$ cat src/rtl/sdp_guard_pkg.sv
package sdp_guard_pkg;

   localparam int PREFIX_LEN = 6;
   localparam int KEY_W      = 13;

   localparam logic [KEY_W-1:0] LOCK_TAIL = 13'h040A;
   localparam logic [KEY_W-1:0] OPEN_TAIL = 13'h041A;

   typedef enum logic [1:0] {
      EV_NONE = 2'd0,
      EV_LOCK = 2'd1,
      EV_OPEN = 2'd2
   } guard_ev_e;

   // Shared opening offsets, in the order they must be read.
   function automatic logic [KEY_W-1:0] prefix_key(input int idx);
      case (idx)
         0:       return 13'h1823;
         1:       return 13'h1820;
         2:       return 13'h1822;
         3:       return 13'h0418;
         4:       return 13'h041B;
         default: return 13'h0419;
      endcase
   endfunction

endpackage

$ cat src/rtl/sdp_key_match.sv
module sdp_key_match
   import sdp_guard_pkg::*;
#(
   parameter int CMP_W = 13
) (
   input  logic [CMP_W-1:0]      key_i,
   output logic [PREFIX_LEN-1:0] step_hit_o,
   output logic                  lock_tail_o,
   output logic                  open_tail_o
);

   // One comparator per opening step.
   for (genvar g = 0; g < PREFIX_LEN; g++) begin : g_step
      assign step_hit_o[g] = (key_i == CMP_W'(prefix_key(g)));
   end

   assign lock_tail_o = (key_i == CMP_W'(LOCK_TAIL));
   assign open_tail_o = (key_i == CMP_W'(OPEN_TAIL));

endmodule

$ cat src/rtl/sdp_step_track.sv
module sdp_step_track
   import sdp_guard_pkg::*;
(
   input  logic                  clk_i,
   input  logic                  rst_ni,
   input  logic                  rd_en_i,
   input  logic [PREFIX_LEN-1:0] step_hit_i,
   input  logic                  lock_tail_i,
   input  logic                  open_tail_i,
   output guard_ev_e             ev_o
);

   localparam int CNT_W = $clog2(PREFIX_LEN + 1);
   localparam logic [CNT_W-1:0] FULL = CNT_W'(PREFIX_LEN);

   logic [CNT_W-1:0] cnt_q, cnt_d;
   logic             restart;

   // A breaking read that equals the first offset starts a new run.
   assign restart = step_hit_i[0];

   always_comb begin
      cnt_d = cnt_q;
      ev_o  = EV_NONE;
      if (rd_en_i) begin
         if (cnt_q == FULL) begin
            if (lock_tail_i) begin
               ev_o  = EV_LOCK;
               cnt_d = '0;
            end else if (open_tail_i) begin
               ev_o  = EV_OPEN;
               cnt_d = '0;
            end else begin
               cnt_d = restart ? CNT_W'(1) : '0;
            end
         end else if (step_hit_i[cnt_q]) begin
            cnt_d = cnt_q + CNT_W'(1);
         end else begin
            cnt_d = restart ? CNT_W'(1) : '0;
         end
      end
   end

   always_ff @(posedge clk_i) begin
      if (!rst_ni) cnt_q <= '0;
      else         cnt_q <= cnt_d;
   end

endmodule

$ cat src/rtl/sdp_prot_state.sv
module sdp_prot_state
   import sdp_guard_pkg::*;
#(
   parameter bit RESET_LOCKED = 1'b1
) (
   input  logic      clk_i,
   input  logic      rst_ni,
   input  guard_ev_e ev_i,
   output logic      prot_o,
   output logic      lock_pls_o,
   output logic      open_pls_o
);

   always_ff @(posedge clk_i) begin
      if (!rst_ni) begin
         prot_o     <= RESET_LOCKED;
         lock_pls_o <= 1'b0;
         open_pls_o <= 1'b0;
      end else begin
         lock_pls_o <= (ev_i == EV_LOCK);
         open_pls_o <= (ev_i == EV_OPEN);
         if (ev_i == EV_LOCK)      prot_o <= 1'b1;
         else if (ev_i == EV_OPEN) prot_o <= 1'b0;
      end
   end

endmodule

$ cat src/rtl/sdp_seq_guard.sv
module sdp_seq_guard
   import sdp_guard_pkg::*;
#(
   parameter int ADDR_W       = 19,
   parameter int CMP_W        = 13,
   parameter bit RESET_LOCKED = 1'b1
) (
   input  logic              clk_i,
   input  logic              rst_ni,
   input  logic              rd_en_i,
   input  logic [ADDR_W-1:0] addr_i,
   output logic              protected_o,
   output logic              lock_pulse_o,
   output logic              unlock_pulse_o
);

   // Elaboration-time parameter checks.
   if (CMP_W < KEY_W) begin : g_bad_cmp
      $error("CMP_W must hold the 13-bit key offsets");
   end
   if (ADDR_W < CMP_W) begin : g_bad_addr
      $error("ADDR_W must not be narrower than CMP_W");
   end

   logic [CMP_W-1:0]      key;
   logic [PREFIX_LEN-1:0] step_hit;
   logic                  lock_tail, open_tail;
   guard_ev_e             ev;

   assign key = addr_i[CMP_W-1:0];

   // Upper bits take no part in matching.
   if (ADDR_W > CMP_W) begin : g_hi
      logic unused_hi;
      assign unused_hi = ^addr_i[ADDR_W-1:CMP_W];
   end

   sdp_key_match #(.CMP_W(CMP_W)) i_match (
      .key_i       (key),
      .step_hit_o  (step_hit),
      .lock_tail_o (lock_tail),
      .open_tail_o (open_tail)
   );

   sdp_step_track i_track (
      .clk_i       (clk_i),
      .rst_ni      (rst_ni),
      .rd_en_i     (rd_en_i),
      .step_hit_i  (step_hit),
      .lock_tail_i (lock_tail),
      .open_tail_i (open_tail),
      .ev_o        (ev)
   );

   sdp_prot_state #(.RESET_LOCKED(RESET_LOCKED)) i_state (
      .clk_i      (clk_i),
      .rst_ni     (rst_ni),
      .ev_i       (ev),
      .prot_o     (protected_o),
      .lock_pls_o (lock_pulse_o),
      .open_pls_o (unlock_pulse_o)
   );

endmodule

$ cat config.mk
export PLATFORM = sky130hd
export DESIGN_NAME = sdp_seq_guard
export DESIGN_NICKNAME = d
export VERILOG_FILES = /design/src/rtl/sdp_guard_pkg.sv /design/src/rtl/sdp_key_match.sv /design/src/rtl/sdp_step_track.sv /design/src/rtl/sdp_prot_state.sv /design/src/rtl/sdp_seq_guard.sv
export SDC_FILE = /design/constraint.sdc
export NUM_CORES = 1
export LEC_CHECK = 0
export CAP_MARGIN = 20
export CORE_AREA = 5 5 42 44
export DETAILED_ROUTE_END_ITERATION = 7
export DIE_AREA = 0 0 47 49
export DONT_BUFFER_PORTS = 1
export SETUP_SLACK_MARGIN = 0.2
export SLEW_MARGIN = 5
export SYNTH_ARGS = -nofsm -noshare
export SYNTH_HDL_FRONTEND = slang
export SYNTH_HIERARCHICAL = 1
export SYNTH_SLANG_ARGS = --single-unit
$ cat constraint.sdc
create_clock -name clk_i -period 1.95 [get_ports clk_i]
set_input_delay 0.0975 -clock clk_i [delete_from_list [all_inputs] [get_ports clk_i]]
set_output_delay 0.0975 -clock clk_i [all_outputs]
set_load 0.01 [all_outputs]
# Yosys cells after proc, flatten, opt, wreduce, memory -nomap -nowiden
# Index checks and enable logic that the tools add are counted.
[word_totals]
wordCells = 30
input_bits = 22
reg_bits = 6
out_inout_bits = 3
[op_classes]
reduce_logical = 1
bitwise = 1
n_lt_le_gt_ge = 1
n_eq_ne = 11
muxes = 11
addsub = 1
[op_table]
columns = ["op", "count"]
rows = [
  ["13-bit by 11-bit == test with 1-bit output, second input constant", 5],
  ["13-bit == test, second input constant", 3],
  ["3-bit two-way mux", 4],
  ["2-bit two-way mux", 4],
  ["3-bit by 4-bit less-than comparator with 1-bit output, second input constant", 1],
  ["3-bit by 1-bit adder with 3-bit output, second input constant", 1],
  ["1-bit binary-select mux with 3-bit select", 1],
  ["3-bit == test, second input constant", 1],
  ["2-bit by 1-bit == test with 1-bit output, second input constant", 1],
  ["2-bit == test, second input constant", 1],
  ["1-bit two-way mux", 2],
  ["2-bit OR reduction", 1],
  ["1-bit inverter", 1],
]

# Depth between registers and ports, before layout
# Gate-level depths: netlist (run 1).
[logic_depth]
depth_word = 7
depth_mapped = 7
mapped_depth_nobuf = 6

# Modules after synthesis
# The synthesis (run 1) kept the hierarchy.
[by_module_without_submodules]
columns = ["mod", "instances", "area_each_um2", "seq_area_each_um2", "cells_per_inst"]
rows = [
  ["sdp_step_track", 1, 304.0, 60.1, 40],
  ["sdp_key_match", 1, 172.7, 0.0, 22],
  ["sdp_prot_state", 1, 92.6, 60.1, 9],
]

# Worst setup path before layout (run 1)
# Ideal clock, no wire load.
[synth_path]
path_type = "input to register"
from = "in addr_i[7]"
to = "reg i_track.cnt_q[2]"
setup_time_ps = 70
path_stages = 7
path_buffers = 1
t_required_ps = 1880
t_arrival_ps = 1587
slack_ps = 293
cell_sequence = "or3_1 -> clkbuf_1 -> nor4_1 -> nand2b_1 -> a32oi_1 -> o211ai_1 -> a21boi_1"
[synth_via]
elab_chain_len = 5
word_cells_on_any_way = 12
classes_between = "eq/ne (7); mux (5)"
[synth_rtl]
columns = ["element", "line", "text"]
rows = [
  ["from (decl)", "sdp_seq_guard.sv:11", "input logic [ADDR_W-1:0] addr_i,"],
  ["13-bit == test", "sdp_key_match.sv:14", "assign step_hit_o[g] = (key_i == CMP_W'(prefix_key(g)));"],
  ["named net step_hit[0]", "sdp_seq_guard.sv:26", "logic [PREFIX_LEN-1:0] step_hit;"],
  ["1-bit binary-select mux with 3-bit select", "sdp_step_track.sv:36", "end else if (step_hit_i[cnt_q]) begin"],
  ["1-bit two-way mux (implied by the code)", "sdp_step_track.sv:36", ""],
  ["3-bit two-way mux", "sdp_step_track.sv:36", ""],
  ["3-bit two-way mux", "sdp_step_track.sv:26", "if (cnt_q == FULL) begin"],
  ["to (signal assigned)", "sdp_step_track.sv:46", "else cnt_q <= cnt_d;"],
  ["to (decl)", "sdp_step_track.sv:16", "logic [CNT_W-1:0] cnt_q, cnt_d;"],
]
# The timed path passes the listed nets, and every way through them passes these cells. The select of a mux whose other input is x is not followed.
# A chain may end at the register's enable or synchronous reset.

# Worst setup path after layout (run 1)
[layout_path]
from = "in addr_i[7]"
to = "reg i_track.cnt_q[0]"
# Same word-level chain as after synthesis.

==> run metrics, run 1 <==
run status=finished, final reports clean; Cells after Synth=between 70 and 80; vias in the first global route=about 500; Critical-path top delay cell=or3_1; period utilization=around 81%; Post-route DRC=0; IO Port Bufs=0; placed insts=86; launch point of the worst path=addr_i[7]; reg-to-reg startpoint=i_track/cnt_q[2]$_SDFFE_PN0P_; endpoints failing setup=0; via/cell ratio=between 5 and 6; Max FO, Critical Path=8; crit path DAT=1.69 ns; PwrDens=roughly 420 nW/um2; clk root buf=clkbuf_4; remaining antenna violation count=0; Tot GR Track Use=about an eighth; Non-Filler Instances=92; Tmin final=between 1.5 and 2 ns; Synth Register Bits=6; Die Height=49 um; initial antenna violation count=0; Clock Skew=approximately 0.0078 ns; synthesized area per cell=roughly 8 um2; clk buf depth=2; TritonCTS Buffers=3; net count of the mapped netlist=between 90 and 100; Pleak=around 0.20 nW; placed wire-length estimate=between 900 and 1000 um; most common cell after layout, fill and taps aside=nor4_1; fin. max-slew vios=0; RSZ-0062 raised after global routing=false; total grt overflow=0; final WL=1252 um; WS Path Type=in -> reg; num rows=14; die area=~2300 um2; Max VDD drop=0.0003770 V; Final Hold Viols=0; Slew @ Worst Pin=0.4581 ns; overall power=0.2699 mW; layout cells sized above 1=between 15 and 20%; Detailed Route Iter0 Violations=5; data required time of the worst path=just over 2 ns; Routability Congestion=between 0.7 and 0.8; HP Class=in -> reg; worst path cell trace=or3_1, nor4_1, mux2i_1, o21ai_1, a221o_1, a41oi_2; register area share after synthesis=21.10%; postcts setup bufs=0; CP peak stage delay=between 0.4 and 0.5 ns; setup TNS=0 ns; I/O Pins=25; Max-Cap Viols=0; most frequent cells in the layout=nor4_1, inv_1, dfxtp_1; HP Start=rst_ni; crit path capture type=flop; CTS tree=built; area delta synth->final=12.09%; initial core utilization=around two fifths; Max Fclk=636.8 MHz; Worst-Skew Late Latency=0.24 ns; Clock Sinks=6; DRT Pass-1 Iters=4; CTS H-tree depth=1; global-route wire length before repair=between 2000 and 2500 um; largest net degree at the start of global routing=15; Avg WL per Cell=around 14 um; Final #Nets=slightly above 100; type of origin of the critical path=input pin; via count=540; core area=1401 um2; Synthesis Warnings=6; diode count=0; post-synthesis cell area=between 500 and 600 um2; max_slew headroom=69.18%; clock slew at reported path FFs=~0.050 ns; Yosys cell types=32; die width=~47 um
==> power breakdown <==
part	switching (mW)	internal, mW	total [mW]
Clock	0.0448	0.0696	0.114
Combinational	0.0118	0.0173	0.0291
Sequential	0.00227	0.124	0.126
Total	0.0588	0.211	0.270
==> Yosys cell counts, drive strengths merged <==
cell,count,area share (%)
nand4,2,2.2
nand2,3,2.0
a211oi,1,1.3
ha,2,4.4
o211ai,1,1.3
inv,6,4.0
a41oi,1,2.9
or4b,2,4.2
buf,1,1.3
mux2i,2,3.5
a32oi,1,1.5
nand3b,4,5.3
or4,1,1.5
a21boi,2,2.6
a21oi,2,1.8
nor2,4,2.6
dfxtp,6,21
and3b,1,1.5
nor3b,2,2.6
nor4,8,9.9
nand3,2,1.8
a31oi,1,1.1
o21ai,4,3.5
clkbuf,1,0.66
nand2b,4,4.4
or3,1,1.1
or4bb,1,2.0
a221o,1,1.8
or3b,4,6.2
==> final cells by class <==
cell class | instances | area, um2
inverters | 6 | 22.52
flip-flops and latches | 6 | 120.1
well taps | 16 | 20.02
multi-input cells | 57 | 415.4
clock buffers | 3 | 22.52
fillers | 162 | 763.2
repair buffers | 4 | 37.54
==> kinds of logic after synthesis <==
kind of cell               synth area share (%)
buffers and inverters                     5.934
and+or+nand+nor                           47.25
muxes                                     3.517
adders and majority gates                 4.395
AOI/OAI and AO/OA                         17.80
DFF                                       21.10
==> metrics by stage <==
stage	setup WS [ns]	instance area (um2)	util (%)	hold slack (ns)
6_report	0.3797	638.1	45.54	0.01233
3_3_place_gp	0.1560	585.6	41.79	0.2136
4_1_cts	0.3878	628.1	44.82	0.004892
3_5_place_dp	0.1252	585.6	41.79	0.2156
5_1_grt	0.2376	638.1	45.54	0.01751
2_1_floorplan	0.2929	569.3	-	0.2049
==> path summary, 6_finish.rpt <==
check                                                     end  slack, ns  cells after the start
worst max-delay path            i_track/cnt_q[0]$_SDFFE_PN0P_       0.38                      6
worst min-delay path            i_track/cnt_q[0]$_SDFFE_PN0P_       0.01                      2
worst max register to register  i_track/cnt_q[0]$_SDFFE_PN0P_       0.44                      4
worst min register to register    i_state/prot_o$_SDFFE_PP1N_       0.50                      2
==> state kept, by name, indices dropped and copies added (netlist names) <==
signal and flops:
i_track/cnt_q 3, i_state/lock_pls_o 1, i_state/open_pls_o 1, i_state/prot_o 1
==> repair_timing <==
| action | in CTS | in global routing |
|---|---|---|
| gates resized for setup | 0 | 0 |
| hold endpoints to repair | 4 | 1 |
| hold buffers | 2 | 1 |
==> layer usage <==
metal | routed length (um) | global-route usage [%] | up-vias
li1 | - | - | 286
met1 | 600 | 16.96 | 248
met2 | 627 | 17.42 | 6
met3 | 24 | 4.059 | 0
met4 | 0 | 4.147 | 0
met5 | 0 | 0 | -
==> critical path, delay by kind of cell <==
family | cells | cell delay [ns]
AO/OA/AOI/OAI | 3 | 0.57
multiplexers | 1 | 0.13
AND/OR/NAND/NOR | 2 | 0.90
Power figures use the tool's default switching activity.
==> inputs of run 2 (changes only) <==
clock period = 1.4 ns   (was 1.95 ns; I/O delays follow)
==> run 2 against run 1 <==
The flow now finishes with violations (negative setup slack). Clock skew down 0.0052 ns. Final area up 35%. Critical path depth up 1. Worst hold slack worse by 0.0023 ns. Power up 53%. Via count up 15%. Critical path type unchanged. Critical endpoint unchanged.
==> run metrics, run 2 (same netlist as run 1, synthesis figures left out) <==
via/cell ratio=5.971 (+1.7%); data required time of the worst path=1.51 ns (-0.56 ns); Layout Utilization=61.61% (+16 points); Slew @ Worst Pin=0.2777 ns (-0.1804 ns); Avg WL per Cell=14.56 um (+7.0%); total grt overflow=0 (unchanged); CTS tree=built; PwrDens=477.3 nW/um2 (+13%); crit path DAT=1.54 ns (-0.15 ns); final WL=1514 um (+21%); Clock Sinks=6 (unchanged); Most flops, register=i_track/cnt_q; remaining antenna violation count=0 (unchanged); Tmin final=approximately 1.4 ns; Top delay family on crit path=simple AND/OR/NAND/NOR gates; RR Endpoint=i_state/prot_o$_SDFFE_PP1N_; WHS Endpoint=i_state/open_pls_o$_SDFF_PN0_; die area=2303 um2 (unchanged); period utilization=102.3%; Reg2Reg Depth=6 (+2); num rows=14 (unchanged); fin. max-slew vios=0 (unchanged); failing checks=negative setup slack; most common cell after layout, fill and taps aside=buf_4; DRT Pass-1 Iters=4 (unchanged); PnR worst setup slack=-0.03286 ns (-0.4126 ns); area delta synth->final=51.65%; RSZ-0062 raised after global routing=true; Final #Nets=114 (+12%); I/O Pins=25 (unchanged); setup TNS=-0.08755 ns (-0.08755 ns); Pleak=0.3273 nW (+67%); type of origin of the critical path=input pin; Tot GR Track Use=14.86% (+2.6 points); number of flip-flops in the largest register=3 (unchanged); via count=621 (+15%); worst path cell trace=or4b_4, buf_4, nor4_4, mux2i_1, o21ai_2, a221o_1, a41oi_2; Clock Skew=0.002556 ns (-0.005204 ns); r2r setup slk=0.04 ns (-0.40 ns); CP peak stage delay=0.59 ns (+0.10 ns); diode count=0 (unchanged); most frequent cells in the layout=buf_4, nor4_4, inv_1, dfxtp_1, nand3b_1; IO Port Bufs=0 (unchanged); Die Height=49 um (unchanged); core area=1401 um2 (unchanged); Detailed Route Iter0 Violations=18 (+13); Final Hold Viols=0 (unchanged); HP Class=in -> reg; layout cells sized above 1=43.18% (+27 points); clk root buf=clkbuf_4; Routability Congestion=0.7674 (+6.1%); Hold Path Depth=1 (-1); Layout fillers=133 (-18%); clk buf depth=2 (unchanged); max_slew headroom=81.33% (+12 points); Critical-path top delay cell=or4b_4; reg-to-reg startpoint=i_track/cnt_q[0]$_SDFFE_PN0P_; Max FO, Critical Path=5 (-3); TritonCTS Buffers=3 (unchanged); Post-route DRC=0 (unchanged); endpoints failing setup=4 (+4); initial core utilization=40.63% (unchanged); global-route wire length before repair=2615 um (+21%); Max Fclk=697.9 MHz; HP Start=rst_ni; initial antenna violation count=0 (unchanged); run status=complete, but fails checks; placed wire-length estimate=1078 um (+14%); WP buf/inv=1 (+1); Worst-Skew Late Latency=0.24 ns (about the same); CTS H-tree depth=1 (unchanged); crit path capture type=flop; Max VDD drop=0.0004981 V (+32%); vias in the first global route=628 (+26%); WS Path Type=in -> reg; die width=47 um (unchanged); clock slew at reported path FFs=0.05 ns (about the same); largest net degree at the start of global routing=9 (-6); Max-Cap Viols=0 (unchanged)
-- run 2: worst max path at each step --
stage,start,endpoint,slack [ns],cells after the start
2_1_floorplan,addr_i[8],i_track/cnt_q[0]$_SDFFE_PN0P_,-0.16,6
3_3_place_gp,addr_i[9],i_track/cnt_q[0]$_SDFFE_PN0P_,-0.38,6
3_5_place_dp,addr_i[9],i_track/cnt_q[0]$_SDFFE_PN0P_,-0.39,6
4_1_cts,addr_i[12],i_track/cnt_q[2]$_SDFFE_PN0P_,0.01,6
5_1_grt,addr_i[9],i_track/cnt_q[2]$_SDFFE_PN0P_,-0.14,6
6_report,addr_i[9],i_track/cnt_q[0]$_SDFFE_PN0P_,-0.03,7
-- run 2: where the power goes --
part           switching [mW]  internal, mW
logic                  0.0372        0.0386
registers             0.00173         0.173
clock network          0.0646        0.0971
-- run 2: timing repair --
action,in CTS,in global routing
endpoints found under the hold margin,5,0
hold buffers,2,0
buffers inserted,2,2
endpoints found under the setup margin,6,6
pin swaps,8,6
resized for setup,10,4
-- run 2: per-layer routing --
| metal | GRT usage (%) | wire (um) |
|---|---|---|
| met5 | 0 | 0 |
| met4 | 2.765 | 0 |
| met3 | 4.428 | 76 |
| met2 | 24.21 | 775 |
| met1 | 18.90 | 661 |
-- run 2: stage by stage --
stage	worst slack, ns	hold WS, ns	instances	power, mW	area, um2
after floorplan	-0.1637	0.1774	71	0.2121	606.8
after global placement	-0.3804	0.1863	95	0.2224	689.4
after detailed placement	-0.3931	0.1855	95	0.2234	689.4
after CTS	0.01369	0.01578	102	0.4099	820.8
after global routing	-0.1432	0.01401	104	0.4367	863.3
final	-0.03286	0.01005	104	0.4120	863.3
-- run 2: final cells by class --
class	count	area (um2)	area share [%]
Clock buffer	3	22.52	2.609
Inverter	6	22.52	2.609
Multi-Input combinational cell	57	540.5	62.61
Sequential cell	6	120.1	13.91
Tap cell	16	20.02	2.319
Timing Repair Buffer	16	137.6	15.94
